## config.mk

```make
export PLATFORM = sky130hd
export DESIGN_NAME = uart_regbank
export DESIGN_NICKNAME = d
export VERILOG_FILES = /design/src/rtl/uart_rb_pkg.sv /design/src/rtl/uart_rb_ctrl.sv /design/src/rtl/uart_rb_status.sv /design/src/rtl/uart_rb_irq.sv /design/src/rtl/uart_regbank.sv
export SDC_FILE = /design/constraint.sdc
export NUM_CORES = 1
export LEC_CHECK = 0
export BUFFER_PORTS_ARGS = -buffer_cell sky130_fd_sc_hd__buf_2
export CELL_PAD_IN_SITES_DETAIL_PLACEMENT = 0
export CELL_PAD_IN_SITES_GLOBAL_PLACEMENT = 1
export CORE_AREA = 2 2 93 95
export CTS_BUF_LIST = sky130_fd_sc_hd__clkbuf_8
export DETAILED_ROUTE_END_ITERATION = 10
export DIE_AREA = 0 0 95 97
export GPL_TIMING_DRIVEN = 1
export HOLD_SLACK_MARGIN = 0.06
export PLACE_DENSITY_LB_ADDON = 0.1
export SLEW_MARGIN = 20
export SYNTH_ARGS = -nofsm -noshare
export SYNTH_HDL_FRONTEND = slang
export SYNTH_HIERARCHICAL = 1
export SYNTH_SLANG_ARGS = --single-unit
```

## constraint.sdc

```tcl
create_clock -name clk -period 2.9 [get_ports clk]
set_clock_uncertainty 0.2 [all_clocks]
set_input_delay 0.58 -clock clk [delete_from_list [all_inputs] [get_ports clk]]
set_output_delay 0.58 -clock clk [all_outputs]
set_load 0.01 [all_outputs]
```

## src/rtl/uart_rb_pkg.sv

```systemverilog
// Shared slot map, interrupt codes and line status layout for the register bank.
package uart_rb_pkg;
    localparam int SLOT_W = 3;

    typedef enum logic [SLOT_W-1:0] {
        SLOT_DATA = 3'd0,
        SLOT_IER  = 3'd1,
        SLOT_IIR  = 3'd2,
        SLOT_LCR  = 3'd3,
        SLOT_MCR  = 3'd4,
        SLOT_LSR  = 3'd5,
        SLOT_NONE = 3'd6,
        SLOT_SCR  = 3'd7
    } slot_e;

    typedef enum logic [1:0] {
        IID_MODEM = 2'b00,
        IID_THRE  = 2'b01,
        IID_RXD   = 2'b10,
        IID_LINE  = 2'b11
    } iid_e;

    typedef struct packed {
        logic fifo_err;
        logic temt;
        logic thre;
        logic brk;
        logic fe;
        logic pe;
        logic oe;
        logic dr;
    } lsr_t;
endpackage

```

## src/rtl/uart_rb_ctrl.sv

```systemverilog
// Writable control state: line control, interrupt enable, modem control,
// scratch, divisor bytes and the FIFO mode flag. It assumes the write
// strobes are already decoded and mutually exclusive.
module uart_rb_ctrl #(
    parameter int DW        = 8,
    parameter int MCR_W     = 6,
    parameter int DIV_BYTES = 2
) (
    input  logic                    clk,
    input  logic                    rst_n,
    input  logic [DW-1:0]           wdata,
    input  logic                    wr_lcr,
    input  logic                    wr_ier,
    input  logic                    wr_mcr,
    input  logic                    wr_scr,
    input  logic                    wr_fcr,
    input  logic [DIV_BYTES-1:0]    wr_div,
    output logic [DW-1:0]           lcr_q,
    output logic [DW-1:0]           ier_q,
    output logic [MCR_W-1:0]        mcr_q,
    output logic [DW-1:0]           scr_q,
    output logic [DIV_BYTES*DW-1:0] div_q,
    output logic                    fifo_en_q
);
    // Plain registers loaded by their own write strobe.
    always_ff @(posedge clk) begin
        if (!rst_n) begin
            lcr_q     <= '0;
            ier_q     <= '0;
            mcr_q     <= '0;
            scr_q     <= '0;
            fifo_en_q <= 1'b0;
        end else begin
            if (wr_lcr) lcr_q <= wdata;
            if (wr_ier) ier_q <= wdata;
            if (wr_mcr) mcr_q <= wdata[MCR_W-1:0];
            if (wr_scr) scr_q <= wdata;
            if (wr_fcr) fifo_en_q <= wdata[0];
        end
    end

    // One register per divisor byte.
    for (genvar b = 0; b < DIV_BYTES; b++) begin : g_div
        always_ff @(posedge clk) begin
            if (!rst_n)        div_q[b*DW +: DW] <= '0;
            else if (wr_div[b]) div_q[b*DW +: DW] <= wdata;
        end
    end

    // divisor changes only on a divisor write
    p_div_hold_r2: assert property (@(posedge clk) disable iff (!rst_n)
        (wr_div == '0) |=> $stable(div_q));
    // FIFO mode changes only on a FIFO control write
    p_fifo_hold_r6: assert property (@(posedge clk) disable iff (!rst_n)
        !wr_fcr |=> $stable(fifo_en_q));
endmodule

```

## src/rtl/uart_rb_status.sv

```systemverilog
// Line and modem status assembly. The error bits stay set until the line
// status register is read. The modem deltas are edge flags cleared by a
// modem status read. It assumes the events are one-cycle pulses and that
// modem_in is synchronous to clk. An event wins over a clear in the same cycle.
module uart_rb_status
    import uart_rb_pkg::*;
#(
    parameter int MODEM_N = 4
) (
    input  logic               clk,
    input  logic               rst_n,
    input  logic               rx_ready,
    input  logic               thr_empty,
    input  logic               tsr_empty,
    input  logic               rx_overrun,
    input  logic               ev_parity,
    input  logic               ev_framing,
    input  logic               ev_break,
    input  logic               fifo_err,
    input  logic [MODEM_N-1:0] modem_in,
    input  logic               rd_lsr,
    input  logic               rd_msr,
    output lsr_t               lsr,
    output logic [2*MODEM_N-1:0] msr
);
    // Bit 2 (ring) flags only its trailing edge; the others flag any change.
    localparam logic [MODEM_N-1:0] TRAIL_ONLY = MODEM_N'(4'b0100);

    logic [2:0]         err_q;      // {break, framing, parity}
    logic [MODEM_N-1:0] prev_q;
    logic [MODEM_N-1:0] delta_q;
    logic [MODEM_N-1:0] edge_hit;

    // Sticky error flags: cleared by a line status read, set by events.
    always_ff @(posedge clk) begin
        if (!rst_n) err_q <= '0;
        else        err_q <= (rd_lsr ? 3'b000 : err_q) | {ev_break, ev_framing, ev_parity};
    end

    // Edge detection per modem line.
    for (genvar i = 0; i < MODEM_N; i++) begin : g_edge
        if (TRAIL_ONLY[i]) begin : g_trail
            assign edge_hit[i] = prev_q[i] & ~modem_in[i];
        end else begin : g_any
            assign edge_hit[i] = prev_q[i] ^ modem_in[i];
        end
    end

    // Previous levels and delta flags.
    always_ff @(posedge clk) begin
        if (!rst_n) begin
            prev_q  <= modem_in;
            delta_q <= '0;
        end else begin
            prev_q  <= modem_in;
            delta_q <= (rd_msr ? '0 : delta_q) | edge_hit;
        end
    end

    // Assemble the read values.
    always_comb begin
        lsr.fifo_err = fifo_err;
        lsr.temt     = thr_empty & tsr_empty;
        lsr.thre     = thr_empty;
        lsr.brk      = err_q[2];
        lsr.fe       = err_q[1];
        lsr.pe       = err_q[0];
        lsr.oe       = rx_overrun;
        lsr.dr       = rx_ready;
        msr          = {modem_in, delta_q};
    end

    // without a line status read no error flag drops
    p_err_sticky_r7: assert property (@(posedge clk) disable iff (!rst_n)
        !rd_lsr |=> ((err_q & $past(err_q)) == $past(err_q)));
    // a modem status read with no new edge leaves the deltas clear
    p_msr_clear_r9: assert property (@(posedge clk) disable iff (!rst_n)
        (rd_msr && edge_hit == '0) |=> (delta_q == '0));
endmodule

```

## src/rtl/uart_rb_irq.sv

```systemverilog
// Interrupt identification by fixed priority: line status, receive data,
// transmit holding empty, modem status. It assumes its inputs are the live
// status values. The output is combinational.
module uart_rb_irq
    import uart_rb_pkg::*;
(
    input  logic       clk,
    input  logic       rst_n,
    input  logic [3:0] ier_en,      // {modem, line, thre, rx}
    input  logic       line_err,
    input  logic       data_rdy,
    input  logic       thre,
    input  logic       modem_delta,
    input  logic       fifo_en,
    output logic [7:0] iir,
    output logic       irq
);
    iid_e id;
    logic pending;

    // Priority choice among the enabled sources.
    always_comb begin
        pending = 1'b1;
        id      = IID_MODEM;
        if (ier_en[2] && line_err)         id = IID_LINE;
        else if (ier_en[0] && data_rdy)    id = IID_RXD;
        else if (ier_en[1] && thre)        id = IID_THRE;
        else if (ier_en[3] && modem_delta) id = IID_MODEM;
        else                               pending = 1'b0;
        iir = {{2{fifo_en}}, 2'b00, 1'b0, id, ~pending};
        irq = pending;
    end

    // a raised request always has an enabled source behind it
    p_irq_source_r5: assert property (@(posedge clk) disable iff (!rst_n)
        irq |-> ((ier_en & {modem_delta, line_err, thre, data_rdy}) != 4'b0000));
    // an enabled line error always takes the code
    p_line_first_r5: assert property (@(posedge clk) disable iff (!rst_n)
        (ier_en[2] && line_err) |-> (iir[3:0] == 4'b0110));
endmodule

```

## src/rtl/uart_regbank.sv

```systemverilog
// Top of the serial port register bank. It decodes the word slot and the
// divisor-latch bank bit into write, clear and strobe signals, and it muxes
// the read data. It assumes each cycle with bus_sel high is one access.
module uart_regbank
    import uart_rb_pkg::*;
#(
    parameter int DW        = 8,
    parameter int MCR_W     = 6,
    parameter int DIV_BYTES = 2,
    parameter int MODEM_N   = 4
) (
    input  logic                    clk,
    input  logic                    rst_n,
    input  logic                    bus_sel,
    input  logic                    bus_wr,
    input  logic [SLOT_W-1:0]       bus_widx,
    input  logic [DW-1:0]           bus_wdata,
    output logic [DW-1:0]           bus_rdata,
    output logic                    tx_wr,
    output logic [DW-1:0]           tx_data,
    output logic                    rx_rd,
    input  logic [DW-1:0]           rx_data,
    output logic                    fcr_wr,
    output logic [DW-1:0]           fcr_data,
    input  logic                    rx_ready,
    input  logic                    thr_empty,
    input  logic                    tsr_empty,
    input  logic                    rx_overrun,
    input  logic                    ev_parity,
    input  logic                    ev_framing,
    input  logic                    ev_break,
    input  logic                    fifo_err,
    input  logic [MODEM_N-1:0]      modem_in,
    output logic [DW-1:0]           lcr_q,
    output logic [DW-1:0]           ier_q,
    output logic [MCR_W-1:0]        mcr_q,
    output logic [DIV_BYTES*DW-1:0] div_q,
    output logic                    irq
);
    localparam int BANK_BIT = DW - 1;

    slot_e                slot;
    logic                 wr_acc, rd_acc, bank;
    logic                 wr_lcr, wr_ier, wr_mcr, wr_scr;
    logic [DIV_BYTES-1:0] wr_div;
    logic                 rd_lsr, rd_msr;
    logic [DW-1:0]        scr_q;
    logic                 fifo_en;
    lsr_t                 lsr;
    logic [2*MODEM_N-1:0] msr;
    logic [7:0]           iir;

    // Access decode with the divisor-latch bank selection.
    always_comb begin
        slot     = slot_e'(bus_widx);
        wr_acc   = bus_sel &  bus_wr;
        rd_acc   = bus_sel & ~bus_wr;
        bank     = lcr_q[BANK_BIT];
        wr_div   = '0;
        wr_div[0] = wr_acc &  bank & (slot == SLOT_DATA);
        wr_div[1] = wr_acc &  bank & (slot == SLOT_IER);
        wr_ier   = wr_acc & ~bank & (slot == SLOT_IER);
        wr_lcr   = wr_acc & (slot == SLOT_LCR);
        wr_mcr   = wr_acc & (slot == SLOT_MCR);
        wr_scr   = wr_acc & (slot == SLOT_SCR);
        fcr_wr   = wr_acc & (slot == SLOT_IIR);
        fcr_data = bus_wdata;
        tx_wr    = wr_acc & ~bank & (slot == SLOT_DATA);
        tx_data  = bus_wdata;
        rx_rd    = rd_acc & ~bank & (slot == SLOT_DATA);
        rd_lsr   = rd_acc & (slot == SLOT_LSR);
        rd_msr   = rd_acc & (slot == SLOT_MCR);
    end

    uart_rb_ctrl #(.DW(DW), .MCR_W(MCR_W), .DIV_BYTES(DIV_BYTES)) u_ctrl (
        .clk(clk), .rst_n(rst_n), .wdata(bus_wdata),
        .wr_lcr(wr_lcr), .wr_ier(wr_ier), .wr_mcr(wr_mcr), .wr_scr(wr_scr),
        .wr_fcr(fcr_wr), .wr_div(wr_div),
        .lcr_q(lcr_q), .ier_q(ier_q), .mcr_q(mcr_q), .scr_q(scr_q),
        .div_q(div_q), .fifo_en_q(fifo_en)
    );

    uart_rb_status #(.MODEM_N(MODEM_N)) u_status (
        .clk(clk), .rst_n(rst_n), .rx_ready(rx_ready), .thr_empty(thr_empty),
        .tsr_empty(tsr_empty), .rx_overrun(rx_overrun), .ev_parity(ev_parity),
        .ev_framing(ev_framing), .ev_break(ev_break), .fifo_err(fifo_err),
        .modem_in(modem_in), .rd_lsr(rd_lsr), .rd_msr(rd_msr),
        .lsr(lsr), .msr(msr)
    );

    uart_rb_irq u_irq (
        .clk(clk), .rst_n(rst_n), .ier_en(ier_q[3:0]),
        .line_err(lsr.oe | lsr.pe | lsr.fe | lsr.brk),
        .data_rdy(lsr.dr), .thre(lsr.thre),
        .modem_delta(msr[MODEM_N-1:0] != '0), .fifo_en(fifo_en),
        .iir(iir), .irq(irq)
    );

    // Read data selection by slot and bank.
    always_comb begin
        unique case (slot)
            SLOT_DATA: bus_rdata = bank ? div_q[DW-1:0] : rx_data;
            SLOT_IER:  bus_rdata = bank ? div_q[2*DW-1:DW] : ier_q;
            SLOT_IIR:  bus_rdata = DW'(iir);
            SLOT_LCR:  bus_rdata = lcr_q;
            SLOT_MCR:  bus_rdata = DW'(msr);
            SLOT_LSR:  bus_rdata = DW'(lsr);
            SLOT_SCR:  bus_rdata = scr_q;
            default:   bus_rdata = '0;
        endcase
    end

    // the transmit strobe never fires while the divisor bank is selected
    p_tx_bank_r3: assert property (@(posedge clk) disable iff (!rst_n)
        tx_wr |-> !lcr_q[BANK_BIT]);
    // the receive strobe never comes with a write or with the divisor bank
    p_rx_bank_r3: assert property (@(posedge clk) disable iff (!rst_n)
        rx_rd |-> (!bus_wr && !lcr_q[BANK_BIT]));
endmodule

```

==> metrics.cfg <==
[status]
outcome=finished, final reports clean

[worst_setup_path]
arrival_ns=2.08
rrSetupSlack_ns=1.25
r2r-start=u_ctrl/lcr_q[7]
critPathMaxFanout=2
endpoint_kind=output port
reg2regPathDepth=6
cp-start-kind=input pin
r2r_end=u_ctrl/div_q[4]
critPathKind=input pin to output port
crit_path_end=bus_rdata[0]
required_ns=2.12
critPathLaunch=rx_overrun

[floorplan]
io-pin-count=101
fp.dieW_um=95
dieArea_um2=9215
die_h_um=97
core-area_um2=8134
row_count=33
initial_utilization=0.3909

[synthesis]
syn_inst=312
yosysTopAreaCell=dfxtp_1
synth_area_leaders=dfxtp_1 (37%), mux2i_1 (19%), nor2b_1 (10%)
syn_area_per_cell_um2=10.19
yosysTopAreaCellShare=0.3652
ys_seq_area_frac=0.3652
synth_cell_type_count=44
yosysMostFrequentCell=mux2i_1
synth_edf_count=0
async_flop_share=0
syn_area_um2=3179
ys_seq_elements=58
synth_ff_type=dfxtp_1
synth_common_cells=mux2i_1 (59), dfxtp_1 (58), nor2b_1 (51)
yosysWarningCount=6

[route]
finalWirelength_um=8393
drt_iter0_markers=110
wl_per_cell_um=16.72
ant_nets=0
first_pass_iters=4
viasPerCell=4.932
num_vias=2476
drc_errors=0

[worst_hold_path]
min_from=modem_in[2]
hold_class=input pin to flop

[clock_network]
clk_path_buf_depth=2
cts-root-buf=clkbuf_8
clkSinkCount=58
tritoncts=built
cts_made_buffers=9
clk-insertion-delay-late_ns=0.33
htreeDepth=3
cts.clk_slew.worst_paths_ns=0.07

[finish]
drive_gt1_frac=0.3703
area_growth_pct=18.34
seqCellArea_um2=1162
final_net_count=427
final_util=0.4625
fillers=813
multi_input_comb_area_um2=1623
diodes=0

[grt]
grt_pass1_vias=2447
grtUsageTotal=0.1864
grt.overflow.total=0
grt_start_max_net_pins=55
grt_pass1_wl_um=13070
antenna_found_initial=0

[placed_design]
gp_congestion=0.7621
place_hpwl_um=6245
port_buffers=100

[pwr]
powerDensity_nw_per_um2=478.2
ir_drop_mv=0.2077
p_total_mw=1.799
p_leak_nw=1.506

[sta]
tightestPinTransition_ns=0.8183
fmax_ghz=0.3499
min_period_ns=2.858
hold_viol=0
timing.hold.ws_ns=0.1753
setup_viol=0
tns_ns=0
max-slew-margin-rel=0.4545
rsz0062_at_grt=true
finalMaxSlewViolations=0
period_share=0.9854

[job]
drv_cap=0

[repair_timing]
item / 4_1_cts / 5_1_grt
gates cloned: 0 / 0
setup endpoints to repair: 1 / 1
pin swaps: 4 / 2
hold buffers: 0 / 0
buffers inserted: 0 / 0
gates resized for setup: 3 / 1
[how the worst min path moves through the flow]
stage	endpoint	slack, ns	cells after the start
after floorplan	u_status/delta_q[2]	0.24	2
after global placement	u_status/delta_q[2]	0.25	2
after detailed placement	u_status/delta_q[2]	0.26	2
after CTS	u_status/prev_q[2]	0.16	1
after global routing	u_status/prev_q[2]	0.17	1
final	u_status/prev_q[2]	0.18	1
[cells in the final DEF (no fill, tap or decap), drive strengths merged, types with 4 or more instances in the layout]
| cell type | instances |
|---|---|
| a21boi | 4 |
| a22oi | 11 |
| buf | 117 |
| clkbuf | 10 |
| dfxtp | 58 |
| mux2 | 5 |
| mux2i | 59 |
| mux4 | 4 |
| nand2 | 8 |
| nand2b | 7 |
| nor2 | 6 |
| nor2b | 51 |
| nor3 | 6 |
| o211ai | 5 |
[per-stage QoR]
step / worst slack [ns] / cells / area (um2)
floorplan: 0.1681 / 314 / 3187
global placement: 0.05017 / 486 / 3541
detailed placement: 0.009988 / 486 / 3541
CTS: -0.004402 / 502 / 3761
global route: -0.03316 / 502 / 3762
finish: 0.04225 / 502 / 3762
[flip-flops by register name, summed over array words and instances, names as in the netlist]
signal and flops:
u_status/err_q 3, u_ctrl/ier_q 8, u_ctrl/mcr_q 6, u_ctrl/scr_q 8, u_ctrl/div_q 16, u_ctrl/lcr_q 8
u_ctrl/fifo_en_q 1, u_status/delta_q 4, u_status/prev_q 4
[metal layers]
metal / global-route usage / part of all wire / vias to the layer above
met5: 0 / 0 / -
met4: 0.06912 / 0.012 / 0
met3: 0.03972 / 0.057 / 10
met2: 0.2908 / 0.48 / 71
met1: 0.2513 / 0.46 / 1170
li1: - / - / 1225
[layout make-up]
cell class                      count  share of cell area
Timing Repair Buffer              117              0.1686
Tap cell                          105             0.03492
Multi-Input combinational cell    204              0.4313
Clock buffer                       10             0.03658
Clock inverter                      6             0.01763
Inverter                            2            0.001995
Sequential cell                    58              0.3089
[power by group]
group / internal, mW / switching (mW)
clock network: 0.420 / 0.341
registers: 0.813 / 0.0124
logic: 0.100 / 0.113
total: 1.33 / 0.466
[critical path: stages]
cell and delay (ns):
buf_6 0.09, or4_4 0.52, a22o_1 0.21, a221oi_2 0.17, mux2i_1 0.10, nor3_1 0.15, a211o_1 0.14, buf_2 0.13
[kinds of logic (layout without fill, tap and decap cells)]
| logic type | Yosys count | count (layout) | synth area share |
|---|---|---|---|
| AO/OA/AOI/OAI | 37 | 37 | 0.09170 |
| AND/OR/NAND/NOR | 93 | 93 | 0.1720 |
| multiplexers | 68 | 68 | 0.2318 |
| flip-flops | 58 | 58 | 0.3652 |
| buffers and inverters | 52 | 135 | 0.1299 |
| other | 1 | 3 | 0.001180 |
| XOR/XNOR | 3 | 3 | 0.008266 |
No activity file was read; power rests on OpenSTA's default activity.
